==> src/rtl/tlbPkg.sv <==
package tlbPkg;

  localparam int TAG_W  = 19;
  localparam int ASID_W = 8;
  localparam int SIZE_W = 12;
  localparam int PFN_W  = 24;
  localparam int ATTR_W = 3;

  typedef enum logic [1:0] {
    OP_WR_IDX = 2'd0,
    OP_WR_RND = 2'd1,
    OP_PROBE  = 2'd2,
    OP_READ   = 2'd3
  } tlbOp_e;

  typedef struct packed {
    logic [PFN_W-1:0]  pfn;
    logic [ATTR_W-1:0] attr;
    logic              dirty;
    logic              valid;
  } tlbHalf_t;

  typedef struct packed {
    logic [TAG_W-1:0]  tag;
    logic [ASID_W-1:0] asid;
    logic [SIZE_W-1:0] size;
    logic              glob;
    tlbHalf_t          even;
    tlbHalf_t          odd;
  } tlbEntry_t;

  typedef struct packed {
    logic capture;
    logic doWrite;
    logic useRand;
    logic doProbe;
    logic doRead;
  } tlbStrobe_t;

  function automatic tlbHalf_t loToHalf(input logic [31:0] lo);
    tlbHalf_t h;
    h.pfn   = lo[29:6];
    h.attr  = lo[5:3];
    h.dirty = lo[2];
    h.valid = lo[1];
    return h;
  endfunction

  function automatic logic [31:0] halfToLo(input tlbHalf_t h, input logic g);
    return {2'b00, h.pfn, h.attr, h.dirty, h.valid, g};
  endfunction

  function automatic tlbEntry_t makeEntry(input logic [31:0] hi, input logic [31:0] lo0,
                                          input logic [31:0] lo1, input logic [31:0] pm);
    tlbEntry_t e;
    e.tag  = hi[31:13];
    e.asid = hi[7:0];
    e.size = pm[24:13];
    e.glob = lo0[0] & lo1[0];
    e.even = loToHalf(lo0);
    e.odd  = loToHalf(lo1);
    return e;
  endfunction

endpackage

==> src/rtl/tlbPrioEnc.sv <==
module tlbPrioEnc #(
  parameter int N  = 16,
  parameter int IW = 4
) (
  input  logic [N-1:0]  hitVec,
  output logic          hit,
  output logic [IW-1:0] hitIdx
);

  always_comb begin
    hit    = 1'b0;
    hitIdx = '0;
    for (int i = N - 1; i >= 0; i--) begin
      if (hitVec[i]) begin
        hit    = 1'b1;
        hitIdx = IW'(i);
      end
    end
  end

  always_comb begin
    if (hit) begin
      AST_HIT_IS_MATCH: assert (hitVec[hitIdx]);
      AST_LOWEST_WINS: assert ((hitVec & ((N'(1) << hitIdx) - N'(1))) == '0);
    end else begin
      AST_MISS_NO_MATCH: assert (hitVec == '0);
    end
  end

endmodule

==> src/rtl/tlbCtrl.sv <==
module tlbCtrl
  import tlbPkg::*;
(
  input  logic       clk,
  input  logic       rstN,
  input  logic       opValid,
  input  logic [1:0] opCode,
  output logic       busy,
  output logic       done,
  output tlbStrobe_t strobe
);

  logic   busyQ;
  logic   doneQ;
  tlbOp_e opQ;
  logic   accept;

  assign accept = opValid && !busyQ;

  always_ff @(posedge clk or negedge rstN) begin
    if (!rstN) begin
      busyQ <= 1'b0;
      doneQ <= 1'b0;
      opQ   <= OP_WR_IDX;
    end else begin
      busyQ <= accept;
      doneQ <= busyQ;
      if (accept) opQ <= tlbOp_e'(opCode);
    end
  end

  always_comb begin
    strobe         = '0;
    strobe.capture = accept;
    strobe.doWrite = busyQ && ((opQ == OP_WR_IDX) || (opQ == OP_WR_RND));
    strobe.useRand = opQ == OP_WR_RND;
    strobe.doProbe = busyQ && (opQ == OP_PROBE);
    strobe.doRead  = busyQ && (opQ == OP_READ);
  end

  assign busy = busyQ;
  assign done = doneQ;

  AST_BUSY_ONE_CYCLE: assert property (@(posedge clk) disable iff (!rstN)
    busyQ |=> (!busyQ && doneQ));
  AST_DONE_PULSE: assert property (@(posedge clk) disable iff (!rstN)
    doneQ |=> !doneQ);
  AST_BUSY_IGNORES_REQ: assert property (@(posedge clk) disable iff (!rstN)
    (busyQ && opValid) |=> !busyQ);
  AST_ONE_ACTION: assert property (@(posedge clk) disable iff (!rstN)
    $onehot0({strobe.doWrite, strobe.doProbe, strobe.doRead}));

endmodule

==> src/rtl/tlbDatapath.sv <==
module tlbDatapath
  import tlbPkg::*;
#(
  parameter int ENTRIES = 16,
  parameter int IDXW    = 4
) (
  input  logic            clk,
  input  logic            rstN,
  input  tlbStrobe_t      strobe,
  input  logic [IDXW-1:0] randIdx,
  input  logic [31:0]     entryHiIn,
  input  logic [31:0]     entryLo0In,
  input  logic [31:0]     entryLo1In,
  input  logic [31:0]     pageMaskIn,
  input  logic [31:0]     indexIn,
  output logic [31:0]     entryHiOut,
  output logic [31:0]     entryLo0Out,
  output logic [31:0]     entryLo1Out,
  output logic [31:0]     pageMaskOut,
  output logic [31:0]     indexOut
);

  tlbEntry_t       entryQ [ENTRIES];
  tlbEntry_t       pendQ;
  logic [31:0]     idxQ;
  logic [IDXW-1:0] randQ;
  logic [IDXW-1:0] writeIdx;
  logic [IDXW-1:0] readIdx;
  tlbEntry_t       rdEntry;
  logic [ENTRIES-1:0] hitVec;
  logic            probeHit;
  logic [IDXW-1:0] probeIdx;
  logic            unusedIn;

  assign unusedIn = &{1'b0, entryHiIn[12:8], entryLo0In[31:30], entryLo1In[31:30],
                      pageMaskIn[31:25], pageMaskIn[12:0]};

  // Operand capture at acceptance
  always_ff @(posedge clk or negedge rstN) begin
    if (!rstN) begin
      pendQ <= '0;
      idxQ  <= '0;
      randQ <= '0;
    end else if (strobe.capture) begin
      pendQ <= makeEntry(entryHiIn, entryLo0In, entryLo1In, pageMaskIn);
      idxQ  <= indexIn;
      randQ <= randIdx;
    end
  end

  assign writeIdx = strobe.useRand ? randQ : idxQ[IDXW-1:0];
  assign readIdx  = idxQ[IDXW-1:0];

  // Entry storage and match lines, one slice per entry
  for (genvar e = 0; e < ENTRIES; e++) begin : gEntry
    always_ff @(posedge clk or negedge rstN) begin
      if (!rstN) begin
        entryQ[e] <= '0;
      end else if (strobe.doWrite && (writeIdx == IDXW'(e))) begin
        entryQ[e] <= pendQ;
      end
    end

    assign hitVec[e] = (entryQ[e].glob || (entryQ[e].asid == pendQ.asid)) &&
                       (entryQ[e].tag == pendQ.tag);
  end

  tlbPrioEnc #(.N(ENTRIES), .IW(IDXW)) uEnc (
    .hitVec (hitVec),
    .hit    (probeHit),
    .hitIdx (probeIdx)
  );

  assign rdEntry = entryQ[readIdx];

  // Result registers
  always_ff @(posedge clk or negedge rstN) begin
    if (!rstN) begin
      entryHiOut  <= '0;
      entryLo0Out <= '0;
      entryLo1Out <= '0;
      pageMaskOut <= '0;
      indexOut    <= '0;
    end else begin
      if (strobe.doProbe) begin
        if (probeHit) indexOut <= {{(32-IDXW){1'b0}}, probeIdx};
        else          indexOut <= {1'b1, idxQ[30:0]};
      end
      if (strobe.doRead) begin
        entryHiOut  <= {rdEntry.tag, 5'b00000, rdEntry.asid};
        pageMaskOut <= {7'b0000000, rdEntry.size, 13'b0};
        entryLo0Out <= halfToLo(rdEntry.even, rdEntry.glob);
        entryLo1Out <= halfToLo(rdEntry.odd, rdEntry.glob);
      end
    end
  end

  AST_PROBE_HIT_FORMAT: assert property (@(posedge clk) disable iff (!rstN)
    (strobe.doProbe && probeHit) |=> (indexOut[31:IDXW] == '0));
  AST_PROBE_MISS_FLAG: assert property (@(posedge clk) disable iff (!rstN)
    (strobe.doProbe && !probeHit) |=> (indexOut[31] && (indexOut[30:0] == $past(idxQ[30:0]))));
  AST_INDEX_HOLD: assert property (@(posedge clk) disable iff (!rstN)
    !strobe.doProbe |=> $stable(indexOut));
  AST_READ_HOLD: assert property (@(posedge clk) disable iff (!rstN)
    !strobe.doRead |=> ($stable(entryHiOut) && $stable(entryLo0Out) && $stable(pageMaskOut)));
  AST_GLOBAL_REPLICA: assert property (@(posedge clk) disable iff (!rstN)
    entryLo0Out[0] == entryLo1Out[0]);
  AST_HI_GAP_ZERO: assert property (@(posedge clk) disable iff (!rstN)
    entryHiOut[12:8] == 5'b00000);

endmodule

==> src/rtl/swTlb.sv <==
module swTlb
  import tlbPkg::*;
#(
  parameter  int ENTRIES = 16,
  localparam int IDXW    = $clog2(ENTRIES)
) (
  input  logic            clk,
  input  logic            rstN,
  input  logic            opValid,
  input  logic [1:0]      opCode,
  input  logic [IDXW-1:0] randIdx,
  input  logic [31:0]     entryHiIn,
  input  logic [31:0]     entryLo0In,
  input  logic [31:0]     entryLo1In,
  input  logic [31:0]     pageMaskIn,
  input  logic [31:0]     indexIn,
  output logic            busy,
  output logic            done,
  output logic [31:0]     entryHiOut,
  output logic [31:0]     entryLo0Out,
  output logic [31:0]     entryLo1Out,
  output logic [31:0]     pageMaskOut,
  output logic [31:0]     indexOut
);

  tlbStrobe_t strobe;

  tlbCtrl uCtrl (
    .clk     (clk),
    .rstN    (rstN),
    .opValid (opValid),
    .opCode  (opCode),
    .busy    (busy),
    .done    (done),
    .strobe  (strobe)
  );

  tlbDatapath #(.ENTRIES(ENTRIES), .IDXW(IDXW)) uDp (
    .clk         (clk),
    .rstN        (rstN),
    .strobe      (strobe),
    .randIdx     (randIdx),
    .entryHiIn   (entryHiIn),
    .entryLo0In  (entryLo0In),
    .entryLo1In  (entryLo1In),
    .pageMaskIn  (pageMaskIn),
    .indexIn     (indexIn),
    .entryHiOut  (entryHiOut),
    .entryLo0Out (entryLo0Out),
    .entryLo1Out (entryLo1Out),
    .pageMaskOut (pageMaskOut),
    .indexOut    (indexOut)
  );

endmodule

==> config.mk <==
export PLATFORM = sky130hd
export DESIGN_NAME = swTlb
export DESIGN_NICKNAME = d
export VERILOG_FILES = /design/src/rtl/tlbPkg.sv /design/src/rtl/tlbPrioEnc.sv /design/src/rtl/tlbCtrl.sv /design/src/rtl/tlbDatapath.sv /design/src/rtl/swTlb.sv
export SDC_FILE = /design/constraint.sdc
export NUM_CORES = 2
export LEC_CHECK = 0
export BUFFER_PORTS_ARGS = -buffer_cell sky130_fd_sc_hd__buf_2
export CAP_MARGIN = 20
export CORE_ASPECT_RATIO = 1.25
export CORE_MARGIN = 2
export CORE_UTILIZATION = 56
export CTS_CLUSTER_SIZE = 16
export DETAILED_ROUTE_END_ITERATION = 7
export PLACE_DENSITY_LB_ADDON = 0.08
export SYNTH_ARGS = -nofsm -noshare
export SYNTH_HDL_FRONTEND = slang
export SYNTH_SLANG_ARGS = --single-unit
==> constraint.sdc <==
create_clock -name clk -period 3 [get_ports clk]
set_clock_uncertainty 0.05 [all_clocks]
set_input_delay 0.9 -clock clk [delete_from_list [all_inputs] [get_ports clk]]
set_output_delay 0.9 -clock clk [all_outputs]
set_load 0.01 [all_outputs]
Yosys cells after proc, flatten, opt, wreduce, memory -nomap -nowiden
Cells that the tools add are included.

operators by class
  magnitude comparators = 1
  equality and inequality tests = 50
  muxes and demuxes = 37
  bitwise logic cells = 2
  reduce and logical (&&, ||, !) cells = 56

operators by type and width
  kind                                                 count
  binary-select mux 98 bit (select 4 bit)              1
  equality test 19 bit                                 16
  2-to-1 mux 98 bit                                    2
  equality test 8 bit                                  16
  2-to-1 mux 4 bit                                     17
  logical AND 1 bit                                    36
  equality test 4 bit, second input constant           8
  2-to-1 mux 32 bit                                    1
  logical OR 1 bit                                     17
  equality test 4 x 3 -> 1 bit, second input constant  4
  2-to-1 mux 1 bit                                     16
  equality test 4 x 2 -> 1 bit, second input constant  2
  >= comparator 5 bit, second input constant           1
  inverter 4 -> 5 bit                                  1
  equality test 2 bit, second input constant           2
  equality test 4 x 1 -> 1 bit, second input constant  1
  logical NOT 4 bit                                    1
  equality test 2 x 1 -> 1 bit, second input constant  1
  logical NOT 2 bit                                    1
  bitwise AND 1 bit                                    1
  logical NOT 1 bit                                    1

storage, ports and cells
  register bits after elaboration = 1836
  input bits = 169
  output and inout bits = 162
  word-level logic and storage cells = 360

Longest topological paths before layout
  word-level depth = 20
  gate-level depth with buffers = 14
  mapped depth without buffers = 8

Hierarchy
From an unflattened synthesis, not the netlist that was laid out.

unflattened totals
  cells, all modules = 5650
  area total of the unflattened synthesis = 85105.4 µm²

by module, submodules not included
  module       times used  cells each  area each (µm²)  sequential area each (µm²)
  tlbDatapath  1           5604        84747.5          45818.9
  tlbCtrl      1           13          178.9            100.1
  tlbPrioEnc   1           33          178.9            0.0

Least setup slack after synthesis
No wires, ideal clock.

  path kind = register to register
  start point = reg uDp.idxQ[0]
  end point = reg uDp.entryHiOut[0]
  library setup time = 0.125 ns
  arrival = 2.592 ns
  data required time = 2.825 ns
  setup slack = 0.233 ns
  stages on the path, launching flop included = 7
  buffers on the path = 3
  period minus slack after synthesis = 2.767 ns
  path through = dfrtp_1 > clkbuf_1 > clkbuf_1 > buf_1 > mux4_2 > mux4_2 > mux2_2

between the ends
  longest elaborated chain between the ends = 4

ends and longest elaborated chain
  element                                               RTL line           RTL
  start: declaration                                    tlbDatapath.sv:25  logic [31:0] idxQ;
  start signal: assignment                              tlbDatapath.sv:46  idxQ <= indexIn;
  inverter 4 -> 5 bit (implied by the code)             tlbDatapath.sv:74  assign rdEntry = entryQ[readIdx];
  binary-select mux 98 bit (select 4 bit)               tlbDatapath.sv:74
  2-to-1 mux 98 bit (implied by the code) (2 in a row)  tlbDatapath.sv:74
  end signal: assignment                                tlbDatapath.sv:90  entryHiOut <= {rdEntry.tag, 5'b00000, rdEntry.asid};
  end: declaration                                      tlbDatapath.sv:16  output logic [31:0] entryHiOut,

Every way passes these cells. The select of a mux whose other input is x is not followed.
A chain may end at the register's enable or synchronous reset.

Worst setup path after layout
  start point = reg uDp.pendQ[93] in the netlist's numbering
  end point = reg uDp.indexOut[0]

between the ends
  longest elaborated chain between the ends = 19
  elaborated cells on any way between the ends = 65
  classes of those cells = eq/ne: 16; mux: 33; reduce/logical: 16

ends and longest elaborated chain
  element                                                             RTL line           RTL
  start: declaration                                                  tlbDatapath.sv:24  tlbEntry_t pendQ;
  start signal: assignment                                            tlbDatapath.sv:45  pendQ <= makeEntry(entryHiIn, entryLo0In, entryLo1In, pageMaskIn);
  equality test 19 bit                                                tlbDatapath.sv:65  (entryQ[e].tag == pendQ.tag);
  logical AND 1 bit                                                   tlbDatapath.sv:64  assign hitVec[e] = (entryQ[e].glob || (entryQ[e].asid == pendQ.asid)) &&
  2-to-1 mux 4 bit or 2-to-1 mux 1 bit (tied branches) (16 in a row)  tlbPrioEnc.sv:14   if (hitVec[i]) begin
  2-to-1 mux 32 bit *                                                 tlbDatapath.sv:86  if (probeHit) indexOut <= {{(32-IDXW){1'b0}}, probeIdx};
  end signal: assignment                                              tlbDatapath.sv:86
  end signal: assignment                                              tlbDatapath.sv:87  else indexOut <= {1'b1, idxQ[30:0]};
  end: declaration                                                    tlbDatapath.sv:20  output logic [31:0] indexOut

Every way passes the cells marked *; elsewhere a longest branch is shown, timed or not.

==> impl_metrics.json <==
{
  "status": "completed",
  "core_mm2": 0.152,
  "synth-edff-count": 0,
  "grt_max_degree": 145,
  "min_period_over_period_pct": 98.0,
  "num-fill-cells": 11000,
  "die_y_um": 440,
  "drtPass1Iterations": 7,
  "r2r_cells": 11,
  "pre_cts_ws_ns": -0.497,
  "hold_viol": 0,
  "setup_viol": 0,
  "ant_nets": 0,
  "numCtsBuffers": 182,
  "cts.sinks": 1835,
  "clkLatencyLatePin_ns": 0.84,
  "gr-total-overflow": 0,
  "cap_violations": 0,
  "finalCriticalPeriod_ns": 2.94,
  "endpoint": "uDp.indexOut[0]",
  "slowest_stage": "or3_4",
  "min_path_type": "in2reg",
  "sequential_cell_area_mm2": 0.0459,
  "maxSlewHeadroom_pct": 34.9,
  "start_kind": "flop",
  "synthAdderAreaFrac_pct": 0,
  "die_w_um": 353,
  "drt_iter0_drc": 3294,
  "leakage_nw": 45.4,
  "r2r_end": "uDp.indexOut[0]",
  "critPathRequiredTime_ns": 3.66,
  "ys_async_sr_fraction_pct": 100,
  "io_buffers": 271,
  "ys.flop_type": "dfrtp_1",
  "drt_wl_total_mm": 216,
  "r2r_setup_slack_ns": 0.06,
  "crit_start": "uDp.pendQ[93]",
  "worst_slack_ns": 0.0606,
  "wl_per_cell_um": 27.2,
  "htreeDepth": 4,
  "synth-simple-area-share_pct": 1.86,
  "vdd_drop_max_mv": 0.698,
  "worstPathMaxFanout": 17,
  "arrival_ns": 3.60,
  "clockBufferDepth": 3,
  "start_util_pct": 56.2,
  "ioPinCount": 331,
  "yosysTopAreaCellShare_pct": 53.9,
  "nets": 5918,
  "drc": 0,
  "slew_viol_final": 0,
  "synth_mux_area_share_pct": 36.6,
  "synth_top_family_by_area": "multiplexers",
  "numPlacedInstances": 7586,
  "critPathCaptureType": "flop",
  "dieArea_mm2": 0.155,
  "max_freq_mhz": 340,
  "vias": 48200,
  "gp_congestion": 0.884,
  "synth.avg_cell_area_um2": 15.7,
  "yosysTopAreaCell": "dfrtp_1",
  "cts_tree": "built",
  "power_mw": 91.2,
  "rows": 160,
  "root_buffer": "clkbuf_16",
  "cellPowerDensity_mw_per_mm2": 929,
  "worst-slew-pin-transition_ns": 0.971,
  "cp_slowest_stage_delay_ns": 0.43,
  "grt_pass1_vias": 51200,
  "routed_via_density": 6.09,
  "grt_util_all_layers_pct": 28.3,
  "fin_cells": 7920,
  "synth_xor_area_share_pct": 4.44,
  "drive_above_1_share_pct": 55.8,
  "grt_pass1_wl_mm": 331,
  "synth.most_common_cell": "dfrtp_1",
  "multiInputGateArea_mm2": 0.0375,
  "cp_common_cell": "buf_4",
  "crit_path_cell_trace": "buf_12 > buf_4 > xor2_1 > nor4_1 > buf_4 > nand4_1 > or3_4 > nand4_2 > and4b_2 > and3_1 > a211o_1",
  "rsz0062_at_grt": "true",
  "yosysUniqueCellTypes": 43,
  "path_class": "reg2reg",
  "ys_warn_count": 0,
  "detailed_place_hpwl_mm": 139,
  "synthTopCellsByCount": "dfrtp_1, mux2_2, mux4_2, xor2_1, clkbuf_1",
  "clkTransAtPathRegs_ns": 0.06,
  "syn_area_mm2": 0.0852,
  "timing.rr.start": "uDp.pendQ[93]",
  "syn2layout_area_growth_pct": 15.1,
  "synth_compound_area_share_pct": 0.346,
  "ys_ff_latch": 1835,
  "seq_area_frac_synth_pct": 53.9,
  "antenna_found_initial": 8,
  "synthCells": 5419,
  "yosys-top-cells-area": "dfrtp_1, mux2_2, mux4_2"
}
==> state kept, by name, indices dropped and copies added, names as in the netlist <==
name / count
uDp.entryLo1Out: 30
uDp.randQ: 4
uDp.entryHiOut: 27
uDp.idxQ: 31
uCtrl.opQ: 2
uDp.entryQ: 1568
uDp.pageMaskOut: 12
uCtrl.done: 1
uDp.entryLo0Out: 29
uCtrl.busy: 1
uDp.pendQ: 98
uDp.indexOut: 32
==> how the worst min path moves through the flow <==
| stage | cells past startpoint | startpoint | to |
|---|---|---|---|
| floorplan | 2 | uDp.idxQ[22] | uDp.indexOut[22] |
| global placement | 2 | uDp.indexOut[20] | uDp.indexOut[20] |
| detailed placement | 2 | uDp.indexOut[18] | uDp.indexOut[18] |
| CTS | 2 | entryLo0In[9] | uDp.pendQ[37] |
| global route | 2 | entryLo0In[1] | uDp.pendQ[29] |
| finish | 2 | entryLo0In[9] | uDp.pendQ[37] |
==> worst max-delay path: cells and delay by family (launching register included) <==
kind / cells / cell delay, ns
xor+xnor: 1 / 0.18
flops: 1 / 0.41
buf+inv: 3 / 0.51
compound gates: 1 / 0.22
simple gates: 6 / 1.46
==> layout by cell type (no fill, tap or decap), types with 3 or more instances in the layout <==
master        n
dfrtp_4       3
buf_12      155
inv_6         5
nand4_1      14
conb_1       29
and3_1        3
nor4_1       71
o21ai_0      13
dfrtp_1    1830
nor3_2        8
a21oi_2       6
xnor2_1      47
clkbuf_8     42
clkbuf_1     45
nor4_2       30
mux2_2     1793
nor3_1        4
a21oi_1      12
clkbuf_16   186
buf_2       270
nor2_1        4
xor2_1      384
buf_4       209
clkinv_2     31
clkinv_8      3
nor2_4        8
nand2_1      75
o21a_1        3
nand2_4       6
bufinv_16    15
nand3_1      47
nor2b_4       3
nand2b_1      6
mux4_2      490
==> cell type report <==
| class | count | area share [%] |
|---|---|---|
| Sequential cell | 1835 | 46.8 |
| Multi-Input combinational cell | 3091 | 38.2 |
| Timing Repair Buffer | 636 | 6.16 |
| Clock buffer | 273 | 5.50 |
| Tap cell | 2025 | 2.58 |
| Clock inverter | 56 | 0.739 |
| Inverter | 3 | 0.0191 |
| Antenna cell | 1 | 0.00255 |
==> power by group <==
| group | total [mW] | switching [mW] | internal (mW) |
|---|---|---|---|
| combinational | 26.1 | 10.2 | 15.9 |
| sequential | 41.6 | 6.87 | 34.7 |
| clock | 23.4 | 9.74 | 13.7 |
| total | 91.2 | 26.8 | 64.4 |
==> per-layer routing <==
layer / routed length [um] / vias to the layer above / part of all wire, % / track usage [%]
met4: 6050 / 8 / 2.8 / 8.63
met5: 52 / - / 0.024 / 0
met1: 93200 / 26400 / 43 / 39.0
li1: - / 20500 / - / -
met3: 8570 / 310 / 4.0 / 4.02
met2: 108000 / 972 / 50 / 47.1
==> cell families after synthesis <==
logic type | count (synthesis)
flip-flops | 1835
buffers and inverters | 521
multiplexers | 2284
AO/OA/AOI/OAI | 47
XOR/XNOR | 432
AND/OR/NAND/NOR | 299
other | 1
==> timing repair <==
action,CTS,global route
hold endpoints to repair,15,0
hold buffers,1,0
cloned,0,0
setup endpoints to repair,32,30
pin swaps,0,13
setup buffers,0,3
resized for setup,25,37
==> stage by stage <==
stage                     hold WS, ns  setup TNS (ns)  cell area (um2)  utilization [%]
after detailed placement        0.400          -11.72            91600             60.5
after global placement          0.403          -11.85            91600             60.5
after CTS                       0.191               0            97900             64.6
after floorplan                 0.412               0            85300                -
final                           0.251               0            98100             64.8
after global routing            0.213         -0.0527            98100             64.8
No activity file was read; power rests on OpenSTA's default activity.
